<file path="src/rtl/owm_pkg.sv">
`timescale 1ns/1ps
package owm_pkg;

  typedef enum logic [1:0] {
    SLOT_RST = 2'd0,
    SLOT_W0  = 2'd1,
    SLOT_W1  = 2'd2
  } slotKind_e;

  // control -> engine
  typedef struct packed {
    logic      start;
    slotKind_e kind;
  } slotReq_t;

  // engine -> control
  typedef struct packed {
    logic busy;
    logic smp;
    logic smpBit;
    logic done;
  } slotEvt_t;

  localparam logic [1:0] ADDR_CTRL = 2'd0;
  localparam logic [1:0] ADDR_DIV  = 2'd1;
  localparam logic [1:0] ADDR_DATA = 2'd2;
  localparam logic [1:0] ADDR_STAT = 2'd3;

  localparam int CB_RST   = 7;
  localparam int CB_PRES  = 6;
  localparam int CB_W0    = 5;
  localparam int CB_W1    = 4;
  localparam int CB_RDBIT = 3;

  localparam int SB_TBE  = 2;
  localparam int SB_TSRE = 3;
  localparam int SB_RBF  = 4;
  localparam int SB_RSRF = 5;

endpackage

</file>
<file path="src/rtl/owm_slot_engine.sv">
`timescale 1ns/1ps
module owm_slot_engine
  import owm_pkg::*;
#(
  parameter int DIV_W       = 16,
  parameter int SYNC_STAGES = 2,
  parameter int T_RST_LOW   = 480,
  parameter int T_PRES_SMP  = 70,
  parameter int T_RST_WAIT  = 410,
  parameter int T_W0_LOW    = 60,
  parameter int T_W1_LOW    = 6,
  parameter int T_RD_SMP    = 15,
  parameter int T_SLOT      = 60,
  parameter int T_REC       = 10
) (
  input  logic             clk,
  input  logic             rstN,
  input  logic [DIV_W-1:0] divVal,
  input  slotReq_t         req,
  input  logic             busIn,
  output logic             busLow,
  output slotEvt_t         evt
);

  localparam int RST_SMP = T_RST_LOW + T_PRES_SMP;
  localparam int RST_END = RST_SMP + T_RST_WAIT;
  localparam int BIT_END = T_SLOT + T_REC;
  localparam int US_W    = $clog2(RST_END + 1);

  logic [SYNC_STAGES-1:0] syncQ;

  for (genvar s = 0; s < SYNC_STAGES; s++) begin : g_sync
    if (s == 0) begin : g_first
      always_ff @(posedge clk or negedge rstN)
        if (!rstN) syncQ[s] <= 1'b1;
        else       syncQ[s] <= busIn;
    end else begin : g_rest
      always_ff @(posedge clk or negedge rstN)
        if (!rstN) syncQ[s] <= 1'b1;
        else       syncQ[s] <= syncQ[s-1];
    end
  end

  logic            busy;
  slotKind_e       kind;
  logic [US_W-1:0] usCnt;
  logic [DIV_W-1:0] divCnt;
  logic [US_W-1:0] lowLim, smpAt, lastAt;
  logic            tick;

  always_comb begin
    case (kind)
      SLOT_RST: begin
        lowLim = US_W'(T_RST_LOW);
        smpAt  = US_W'(RST_SMP - 1);
        lastAt = US_W'(RST_END - 1);
      end
      SLOT_W0: begin
        lowLim = US_W'(T_W0_LOW);
        smpAt  = US_W'(T_RD_SMP - 1);
        lastAt = US_W'(BIT_END - 1);
      end
      default: begin
        lowLim = US_W'(T_W1_LOW);
        smpAt  = US_W'(T_RD_SMP - 1);
        lastAt = US_W'(BIT_END - 1);
      end
    endcase
  end

  assign tick = busy && (divCnt == divVal);

  always_ff @(posedge clk or negedge rstN) begin
    if (!rstN) begin
      busy   <= 1'b0;
      kind   <= SLOT_W1;
      usCnt  <= '0;
      divCnt <= '0;
    end else if (req.start && !busy) begin
      busy   <= 1'b1;
      kind   <= req.kind;
      usCnt  <= '0;
      divCnt <= '0;
    end else if (busy) begin
      if (tick) begin
        divCnt <= '0;
        usCnt  <= usCnt + 1'b1;
        if (usCnt == lastAt) busy <= 1'b0;
      end else begin
        divCnt <= divCnt + 1'b1;
      end
    end
  end

  assign busLow     = busy && (usCnt < lowLim);
  assign evt.busy   = busy;
  assign evt.smp    = tick && (usCnt == smpAt);
  assign evt.smpBit = syncQ[SYNC_STAGES-1];
  assign evt.done   = tick && (usCnt == lastAt);

endmodule

</file>
<file path="src/rtl/owm_ctrl.sv">
`timescale 1ns/1ps
module owm_ctrl
  import owm_pkg::*;
#(
  parameter int REG_W    = 16,
  parameter int DIV_W    = 16,
  parameter int BYTE_W   = 8,
  parameter int DIV_INIT = 99
) (
  input  logic             clk,
  input  logic             rstN,
  input  logic             regWe,
  input  logic             regRe,
  input  logic [1:0]       regAddr,
  input  logic [REG_W-1:0] regWdata,
  output logic [REG_W-1:0] regRdata,
  input  slotEvt_t         evt,
  output slotReq_t         req,
  output logic [DIV_W-1:0] divVal
);

  localparam int BC_W = $clog2(BYTE_W);

  logic [DIV_W-1:0]  divReg;
  logic              cmdRst, cmdW0, cmdW1, presence, rdBit, lastSmp;
  slotKind_e         curKind;
  logic [BYTE_W-1:0] txBuf, txShift, rxShift, rxBuf, newByte;
  logic              tbe, tsre, rbf, rsrf, byteActive;
  logic [BC_W-1:0]   bitCnt;

  logic      ctrlWr, dataWr, dataRd, cmdOn, cmdHit;
  logic      ctrlStart, bitStart, loadByte;
  slotKind_e ctrlKind;

  always_comb begin
    ctrlWr   = regWe && (regAddr == ADDR_CTRL);
    dataWr   = regWe && (regAddr == ADDR_DATA);
    dataRd   = regRe && (regAddr == ADDR_DATA);
    cmdOn    = cmdRst || cmdW0 || cmdW1;
    cmdHit   = regWdata[CB_RST] || regWdata[CB_W0] || regWdata[CB_W1];
    ctrlKind = regWdata[CB_RST] ? SLOT_RST : (regWdata[CB_W0] ? SLOT_W0 : SLOT_W1);
    ctrlStart = ctrlWr && cmdHit && !evt.busy && !byteActive && !cmdOn;
    bitStart  = byteActive && !evt.busy;
    loadByte  = !byteActive && !tbe && !rsrf && !evt.busy && !cmdOn && !ctrlStart;
    req.start = ctrlStart || bitStart;
    req.kind  = bitStart ? (txShift[0] ? SLOT_W1 : SLOT_W0) : ctrlKind;
    newByte   = {lastSmp, rxShift[BYTE_W-1:1]};
  end

  always_ff @(posedge clk or negedge rstN) begin
    if (!rstN) begin
      divReg <= DIV_W'(DIV_INIT);
      {cmdRst, cmdW0, cmdW1, presence, rdBit, lastSmp} <= '0;
      curKind <= SLOT_W1;
      txBuf <= '0; txShift <= '0; rxShift <= '0; rxBuf <= '0;
      tbe <= 1'b1; tsre <= 1'b1; rbf <= 1'b0; rsrf <= 1'b0;
      byteActive <= 1'b0;
      bitCnt <= '0;
    end else begin
      if (regWe && regAddr == ADDR_DIV) divReg <= regWdata[DIV_W-1:0];

      if (ctrlStart) begin
        curKind <= ctrlKind;
        cmdRst  <= (ctrlKind == SLOT_RST);
        cmdW0   <= (ctrlKind == SLOT_W0);
        cmdW1   <= (ctrlKind == SLOT_W1);
      end
      if (bitStart) curKind <= req.kind;

      if (evt.smp) begin
        lastSmp <= evt.smpBit;
        if (curKind == SLOT_RST) presence <= !evt.smpBit;
        if (curKind == SLOT_W1)  rdBit    <= evt.smpBit;
      end

      if (dataRd) begin
        if (rsrf) begin
          rxBuf <= rxShift;
          rsrf  <= 1'b0;
        end else begin
          rbf <= 1'b0;
        end
      end

      if (evt.done) begin
        {cmdRst, cmdW0, cmdW1} <= '0;
        if (byteActive) begin
          rxShift <= newByte;
          txShift <= txShift >> 1;
          bitCnt  <= bitCnt + 1'b1;
          if (bitCnt == BC_W'(BYTE_W - 1)) begin
            byteActive <= 1'b0;
            tsre       <= tbe;
            if (!rbf || (dataRd && !rsrf)) begin
              rxBuf <= newByte;
              rbf   <= 1'b1;
            end else begin
              rsrf <= 1'b1;
            end
          end
        end
      end

      if (loadByte) begin
        txShift    <= txBuf;
        tbe        <= 1'b1;
        tsre       <= 1'b0;
        byteActive <= 1'b1;
        bitCnt     <= '0;
      end

      if (dataWr && tbe) begin
        txBuf <= regWdata[BYTE_W-1:0];
        tbe   <= 1'b0;
        tsre  <= 1'b0;
      end
    end
  end

  always_comb begin
    regRdata = '0;
    case (regAddr)
      ADDR_CTRL: begin
        regRdata[CB_RST]   = cmdRst;
        regRdata[CB_PRES]  = presence;
        regRdata[CB_W0]    = cmdW0;
        regRdata[CB_W1]    = cmdW1;
        regRdata[CB_RDBIT] = rdBit;
      end
      ADDR_DIV:  regRdata = REG_W'(divReg);
      ADDR_DATA: regRdata[BYTE_W-1:0] = rxBuf;
      default: begin
        regRdata[SB_TBE]  = tbe;
        regRdata[SB_TSRE] = tsre;
        regRdata[SB_RBF]  = rbf;
        regRdata[SB_RSRF] = rsrf;
      end
    endcase
  end

  assign divVal = divReg;

endmodule

</file>
<file path="src/rtl/owm_master.sv">
`timescale 1ns/1ps
module owm_master
  import owm_pkg::*;
#(
  parameter int REG_W    = 16,
  parameter int DIV_W    = 16,
  parameter int DIV_INIT = 99
) (
  input  logic             clk,
  input  logic             rstN,
  input  logic             regWe,
  input  logic             regRe,
  input  logic [1:0]       regAddr,
  input  logic [REG_W-1:0] regWdata,
  output logic [REG_W-1:0] regRdata,
  input  logic             busIn,
  output logic             busLow
);

  slotReq_t         req;
  slotEvt_t         evt;
  logic [DIV_W-1:0] divVal;

  owm_ctrl #(
    .REG_W(REG_W), .DIV_W(DIV_W), .BYTE_W(8), .DIV_INIT(DIV_INIT)
  ) u_ctrl (
    .clk(clk), .rstN(rstN), .regWe(regWe), .regRe(regRe),
    .regAddr(regAddr), .regWdata(regWdata), .regRdata(regRdata),
    .evt(evt), .req(req), .divVal(divVal)
  );

  owm_slot_engine #(.DIV_W(DIV_W)) u_engine (
    .clk(clk), .rstN(rstN), .divVal(divVal), .req(req),
    .busIn(busIn), .busLow(busLow), .evt(evt)
  );

endmodule

</file>
<file path="config.mk">
export PLATFORM = sky130hd
export DESIGN_NAME = owm_master
export DESIGN_NICKNAME = d
export VERILOG_FILES = /design/src/rtl/owm_pkg.sv /design/src/rtl/owm_slot_engine.sv /design/src/rtl/owm_ctrl.sv /design/src/rtl/owm_master.sv
export SDC_FILE = /design/constraint.sdc
export NUM_CORES = 1
export LEC_CHECK = 0
export ABC_AREA = 1
export BUFFER_PORTS_ARGS = -buffer_cell sky130_fd_sc_hd__buf_2
export CAP_MARGIN = 20
export CELL_PAD_IN_SITES_DETAIL_PLACEMENT = 1
export CELL_PAD_IN_SITES_GLOBAL_PLACEMENT = 1
export CORE_MARGIN = 2
export CORE_UTILIZATION = 42
export CTS_BUF_LIST = sky130_fd_sc_hd__clkbuf_4 sky130_fd_sc_hd__clkbuf_8
export DETAILED_ROUTE_END_ITERATION = 8
export PLACE_DENSITY_LB_ADDON = 0.1
export SLEW_MARGIN = 30
export SYNTH_ARGS = -nofsm -noshare
export SYNTH_HDL_FRONTEND = slang
export SYNTH_SLANG_ARGS = --single-unit
</file>
<file path="constraint.sdc">
create_clock -name clk -period 5.65 [get_ports clk]
set_clock_uncertainty 0.2 [all_clocks]
set_input_delay 0.8475 -clock clk [delete_from_list [all_inputs] [get_ports clk]]
set_output_delay 0.8475 -clock clk [all_outputs]
set_load 0.03 [all_outputs]
</file>
Word-level counts from Yosys, hierarchy flattened. Cells that the tools add are included.

Add/sub/neg operators: 3. Magnitude comparators: 1. Equality and inequality tests: 10. Muxes and demuxes: 64. Reduce and logical (&&, ||, !) cells: 55.

Operators with widths (count): $mux W8 (10); $mux W10 (5); $mux W16 (3); $mux W1 (32); $logic_and A1 B1 Y1 (21); $eq A10 B10 Y1 (2); $pmux W9 S2 (1); $add A16 B1 Y16 const B (1); $eq A16 B16 Y1 (1); $reduce_bool A2 Y1 (7); $mux W2 (6); $add A10 B1 Y10 const B (1); $lt A10 B10 Y1 (1); $reduce_and A2 Y1 (5); $mux W3 (3); $pmux W3 S3 (1); $reduce_bool A3 Y1 (3); $logic_not A1 Y1 (8); $logic_not A2 Y1 (4); $eq A2 B1 Y1 const B (3); $eq A2 B2 Y1 const B (3); $logic_or A1 B1 Y1 (6); $pmux W2 S3 (1); $pmux W2 S2 (1); other kinds (4) (4).

Flip-flop bits (word level): 95. Output and inout bits: 17. Logic and storage cells: 157.

Logic depth before layout (Yosys ltp). Gate-level depths: netlist of the first run.

Word-level depth: 10. Gate-level depth with buffers: 17. Gate-level depth less buffers: 15.

By module. From an unflattened synthesis of the first run, not the netlist that was laid out.

Cell total of the unflattened synthesis: 703. Area, all modules: 5312.6 µm².

By module, submodules not included: owm_ctrl (times used 1, cells an instance 359, area an instance 3017.9 µm², sequential area each 1610.3 µm²); owm_slot_engine (times used 1, cells an instance 344, area an instance 2294.7 µm², sequential area each 779.5 µm²).

Least setup slack after synthesis of the first run. No wires, ideal clock.

Path kind: register to output. Start: register u_engine.kind[1]. End: output port busLow. Data arrival time: 2.859 ns. Required time: 4.603 ns. Path slack: 1.743 ns. Stages on the path, launching flop included: 8. Buffers on the path: 1. Cells stage by stage: dfstp_2 nor2_4 buf_8 inv_1 ha_1 a21oi_1 o21ai_0 a2111oi_0.

Longest elaborated chain between the ends: 4.

RTL lines: from (decl) (line owm_slot_engine.sv:45) `slotKind_e kind;`; from (signal assigned) (line owm_slot_engine.sv:81) `kind <= req.kind;`; $eq A2 B1 Y1 / $logic_not A2 Y1 (equally long branches) (line owm_slot_engine.sv:52) `case (kind)`; $pmux W9 S2 (*) (line owm_slot_engine.sv:52); $lt A10 B10 Y1 (*) (line owm_slot_engine.sv:95) `assign busLow = busy && (usCnt < lowLim);`; $logic_and A1 B1 Y1 (*) (line owm_slot_engine.sv:95); to (decl) (line owm_master.sv:17) `output logic busLow`.

Mark *: on every way between the ends. The rest lies on a longest branch, timed or not.

Final worst setup path of the first run.
Start: register u_engine.kind[0]. End: output port busLow.

The elaborated chain is that of the path after synthesis.

==> impl_metrics.ini, run 1 <==
[critical_path]
critPathArrivalTime_ns = 2.75
ff2ff_setup_slack_ns = 2.65
startpoint_type = flop
cp.required_ns = 4.60
rr_worst_depth = 12
r2r_start = u_engine.kind[0]$_DFFE_PN0P_
path_class = reg -> out
timing.rr.end = u_ctrl.txShift[0]$_DFFE_PN0P_
worstSetupEndpointType = primary output
crit_start = u_engine.kind[0]$_DFFE_PN0P_
critPathMaxFanout = 12

[logic_synthesis]
syn_area_per_cell_um2 = 7.22
netlist_instances = 822
synth_warnings = 0
yosysTopAreaCell = dfrtp_1
synthArstFlopShare = 1.00
synthesis.nets = 860
synth.cell_area_mm2 = 0.00594
synthTopCellsByCount = nand2_1, inv_1, dfrtp_1
synth-seq-area-share = 0.403
yosysUniqueCellTypes = 45
synth.top_cell.area_share = 0.358
synth.most_common_cell = nand2_1
synth_edf_count = 0
netlist_top_cells_area = dfrtp_1, nand2_1, inv_1
synth_seq_cells = 95
synth_flop_cell = dfrtp_1

[power]
peakVddDrop_mv = 0.0940
seqPwrFrac = 0.542
leakage_nw = 3.20
share_comb_of_total_power = 0.133
swShare = 0.318
p_per_area_mw_per_mm2 = 215
power_frac_clock = 0.325
p_switching_mw = 0.439
internal-power_mw = 0.941

[drt]
dr.max_layer_used = met4
wl_met1_um = 8280
vias = 5397
ant_nets = 0
first_pass_iters = 4
viasPerCell = 5.22
route.detailed.drc = 0
wl_met3_um = 440
drt_iter0_markers = 251
wl_per_cell_um = 16.7
drt-total-wl_um = 17200
wl_met2_um = 8290

[finish]
fin_cells = 1034
syn2layout_area_growth_pct = 8.12
antennaDiodeCount = 0
utilization = 0.464
drive_gt1_frac = 0.141
design_area_mm2 = 0.00642
nets = 887

[sta]
finalSetupViolCount = 0
rsz0062_at_grt = no
final.period_utilization = 0.673
max_slew.worst_pin.slew_ns = 0.722
period_needed_ns = 3.80
fmax_mhz = 263
relSlewSlack = 0.519
slew_violations = 0
setup-tns-final_ns = 0
timing_hold_violations_final = 0

[floorplan]
fp.dieArea_mm2 = 0.0151
coreArea_mm2 = 0.0138
die_y_um = 123
die_w_um = 123
ioPinCount = 40
start_util = 0.429
rows = 43

[place]
hpwl_um = 13200
place_inst = 1018
gp_congestion = 0.877
io_buffers = 39
place_area_mm2 = 0.00623

[hold_path]
min_path_cells = 0
holdPathEnd = u_engine.evt[1]$_DFF_PN1_
holdCritPathClass = reg -> reg
hold_start = u_engine.syncQ[0]$_DFF_PN1_

[run]
cap_viol_max_count = 0

[global_route]
grt_usage = 0.244
grt_pass1_wl_um = 28600
antenna_found_initial = 0
gr-total-overflow = 0
grt_max_degree = 50
grt_pass1_vias = 5599

[cts]
ctsResizeCount = 0
cts_setup_buffers = 0
cts_buffers = 9
clkLatencyLatePin_ns = 0.39
clk_root_buffer_cell = clkbuf_8
cts.sinks = 95
clkTransAtPathRegs_ns = 0.10
ctsLongestPathBuffers = 2
holdBufCountCts = 0
cts_tree = built
htreeDepth = 3

[status]
outcome = finished clean
## stage by stage
stage	hold WS [ns]	power (mW)	worst slack, ns
finish	0.157	1.38	1.85
global route	0.172	1.45	1.64
CTS	0.166	1.39	1.89
detailed placement	0.155	0.944	2.30
global placement	0.148	0.937	2.39
floorplan	0.145	0.862	1.74
## power groups by stage
stage | Combinational (mW) | Clock [mW] | Sequential (mW)
2_1_floorplan | 0.121 | 0 | 0.741
3_3_place_gp | 0.176 | 0 | 0.761
3_5_place_dp | 0.183 | 0 | 0.761
4_1_cts | 0.185 | 0.461 | 0.748
5_1_grt | 0.209 | 0.488 | 0.751
6_report | 0.183 | 0.449 | 0.747
## registers in the layout, summed over array words and instances, names as in the netlist, 2 cells and up
signal,cells
u_ctrl.rxBuf,8
u_ctrl.txShift,8
u_engine.divCnt,16
u_ctrl.rxShift,8
u_ctrl.txBuf,8
u_engine.usCnt,10
u_engine.kind,2
u_ctrl.bitCnt,3
u_ctrl.curKind,2
u_ctrl.divVal,16
## layout by cell type (no fill, tap or decap), types with 2 or more instances in the layout
master,Yosys,routed
nand2_1,298,297
inv_1,93,93
dfrtp_1,85,85
nor2_1,61,61
o21ai_0,56,56
buf_2,8,38
nand3_1,29,29
a21oi_1,22,22
xor2_1,18,18
nor3_1,18,18
ha_1,15,15
nand3_2,12,12
dfstp_2,10,10
nand4_1,9,9
o22ai_1,9,9
clkbuf_8,0,9
o21ai_2,8,8
inv_2,7,7
nand2_2,5,6
o21ai_1,6,6
nor2_2,5,5
nor2_4,4,4
and2_1,3,3
xnor2_1,3,3
a32oi_1,2,2
a21oi_2,2,2
xor2_2,2,2
o211ai_1,2,2
inv_8,0,2
clkinvlp_4,0,2
buf_4,3,2
## cells by family after synthesis
logic type | after synthesis | share of synthesized area
fa+ha+maj | 15 | 0.0316
compound gates | 110 | 0.104
simple gates | 453 | 0.336
mux | 1 | 0.00190
flops | 95 | 0.403
buf+inv | 125 | 0.0871
xor+xnor | 23 | 0.0365
## metal layers
metal	global-route usage	vias to the layer above
li1	-	2647
met4	0.0747	0
met5	0	-
met2	0.405	63
met1	0.334	2671
met3	0.0293	16
## worst max-delay path, cell delays in order (launching register included)
cell	delay, ns
dfrtp_1	0.43
nor2_4	0.34
inv_1	0.20
ha_1	0.35
a21oi_1	0.16
o21ai_0	0.12
a2111oi_0	0.47
buf_2	0.29
## worst max path at each step
stage,depth (start not counted),slack (ns),endpoint
finish,7,1.85,busLow
global route,7,1.64,busLow
CTS,7,1.89,busLow
detailed placement,12,2.30,u_engine.divCnt[14]$_DFFE_PN0P_
global placement,6,2.39,regRdata[3]
floorplan,7,1.74,busLow
## final cells by class
type	instances	area, um2
Fill cell	1803	7410
Clock buffer	10	131
Multi-Input combinational cell	602	3030
Inverter	101	379
Timing Repair Buffer	40	205
Clock inverter	6	55.1
Sequential cell	95	2390
Tap cell	180	225
Note: power is estimated with default switching activity, not from simulation.
==> inputs of run 2 (changes only) <==
==> constraint.sdc (replaced) <==
create_clock -name clk -period 3.6 [get_ports clk]
set_clock_uncertainty 0.2 [all_clocks]
set_input_delay 0.54 -clock clk [delete_from_list [all_inputs] [get_ports clk]]
set_output_delay 0.54 -clock clk [all_outputs]
set_load 0.03 [all_outputs]
==> run 2 against run 1 <==
  * Via count grew 0.41%
  * Worst setup slack lost 1.5 ns
  * Sequential power grew 55%
  * Global-route usage grew 0.76 points
  * Final area grew 1.3%
  * Die area is the same
  * First-iteration DRC count shrank 5.2%
  * Highest routed layer unchanged
  * Sequential share of layout area shrank 0.49 points
  * Count of clock-buffer cells in the layout is the same
  * Core utilization grew 0.62 points
==> impl_metrics.ini, run 2 (same netlist as run 1, synthesis figures left out) <==
[status]
outcome = finished clean

[sta]
whs_ns = 0.0425
relSlewSlack = 0.496
period_needed_ns = 3.23
final.period_utilization = 0.896
finalSetupViolCount = 0
max_slew.worst_pin.slew_ns = 0.755
slew_violations = 0
setup-tns-final_ns = 0
timing_hold_violations_final = 0
rsz0062_at_grt = no
fmax_mhz = 310

[critical_path]
slowest_stage = dfrtp_1
critPathMaxFanout = 6
r2r_start = u_engine.kind[0]$_DFFE_PN0P_
cp_top_family = compound AO/OA/AOI/OAI gates
cp_cell_sequence = nor2_4, inv_1, ha_1, a21oi_1, o21ai_0, a2111oi_0, buf_2
crit_start = u_engine.kind[0]$_DFFE_PN0P_
max_stage_delay_ns = 0.43
path_class = reg -> out
cp.required_ns = 2.86
startpoint_type = flop
critPathArrivalTime_ns = 2.49
crit_buf_inv = 2
worstSetupEndpointType = primary output

[cts]
clkTransAtPathRegs_ns = 0.10
htreeDepth = 3
cts_tree = built
clkLatencyLatePin_ns = 0.39
ctsLongestPathBuffers = 2
clk_root_buffer_cell = clkbuf_8
ctsResizeCount = 0
cts.sinks = 95
cts_buffers = 9

[drt]
route.detailed.drc = 0
viasPerCell = 5.21
drt_iter0_markers = 238
wl_per_cell_um = 17.0
drt-total-wl_um = 17700
first_pass_iters = 4
ant_nets = 0
vias = 5419

[floorplan]
ioPinCount = 40
coreArea_mm2 = 0.0138
die_y_um = 123
rows = 43
start_util = 0.429
die_w_um = 123
fp.dieArea_mm2 = 0.0151

[global_route]
grt_usage = 0.252
gr-total-overflow = 0
grt_pass1_vias = 5658
grt_pass1_wl_um = 29300
grt_max_degree = 55
antenna_found_initial = 0

[power]
p_per_area_mw_per_mm2 = 351
p_total_mw = 2.28
peakVddDrop_mv = 0.151
leakage_nw = 3.26

[finish]
syn2layout_area_growth_pct = 9.57
nets = 893
antennaDiodeCount = 0
mostFrequentLayoutCells = nand2_1, inv_1, dfrtp_1
layout.cells.most_common = nand2_1
drive_gt1_frac = 0.144
fin_cells = 1040

[place]
io_buffers = 39
gp_congestion = 0.871
hpwl_um = 13500
place_inst = 1021

[hold_path]
holdCritPathClass = in -> reg
hold_start = busIn

[run]
cap_viol_max_count = 0
run 2: changes by cell type in the layout (fill, tap and decap cells not counted), sizes merged:
cell / previous run / this run
clkinv: 2 / 4
dlygate4sd3: 0 / 1
bufinv: 0 / 2
buf: 40 / 45
inv: 103 / 101
clkinvlp: 2 / 0
run 2: repair_timing:
item | in CTS | in global routing
hold buffers | 1 | 0
setup buffers | 0 | 2
setup endpoints to repair | 0 | 1
hold endpoints to repair | 37 | 0
run 2: metal layers:
metal  GRT usage  share of wire
met5           0              0
met4      0.0805          0.015
met3      0.0316          0.028
met1       0.342           0.48
met2       0.417           0.48
run 2: worst paths after layout:
check	slack, ns	end	cells past startpoint
max in group asynchronous	1.98	u_ctrl.divVal[5]$_DFFE_PN1P_	3
min in group asynchronous	0.46	u_engine.divCnt[14]$_DFFE_PN0P_	2
min reg2reg	0.16	u_engine.evt[1]$_DFF_PN1_	0
max reg2reg	0.88	u_ctrl.txShift[6]$_DFFE_PN0P_	12
min	0.04	u_engine.syncQ[0]$_DFF_PN1_	1
max	0.37	busLow	7
run 2: where the power goes:
part	total, mW	leakage [nW]	internal [mW]	switching [mW]
logic	0.296	1.91	0.0937	0.203
registers	1.16	1.23	1.11	0.0509
clock network	0.820	0.114	0.399	0.421
run 2: area by class of cell:
class / instances / area, um2
Sequential cell: 95 / 2390
Multi-Input combinational cell: 602 / 3030
Tap cell: 180 / 225
Timing Repair Buffer: 46 / 265
Clock inverter: 6 / 83.8
Fill cell: 1772 / 7320
Clock buffer: 10 / 131
Inverter: 101 / 379
run 2: per-stage QoR:
| stage | setup slack, ns | instance area (um2) | util |
|---|---|---|---|
| after global routing | 0.170 | 6500 | 0.470 |
| after global placement | 0.719 | 6260 | 0.453 |
| final | 0.375 | 6500 | 0.470 |
| after CTS | 0.149 | 6490 | 0.469 |
| after floorplan | 0.000507 | 5940 | - |
| after detailed placement | 0.547 | 6260 | 0.453 |
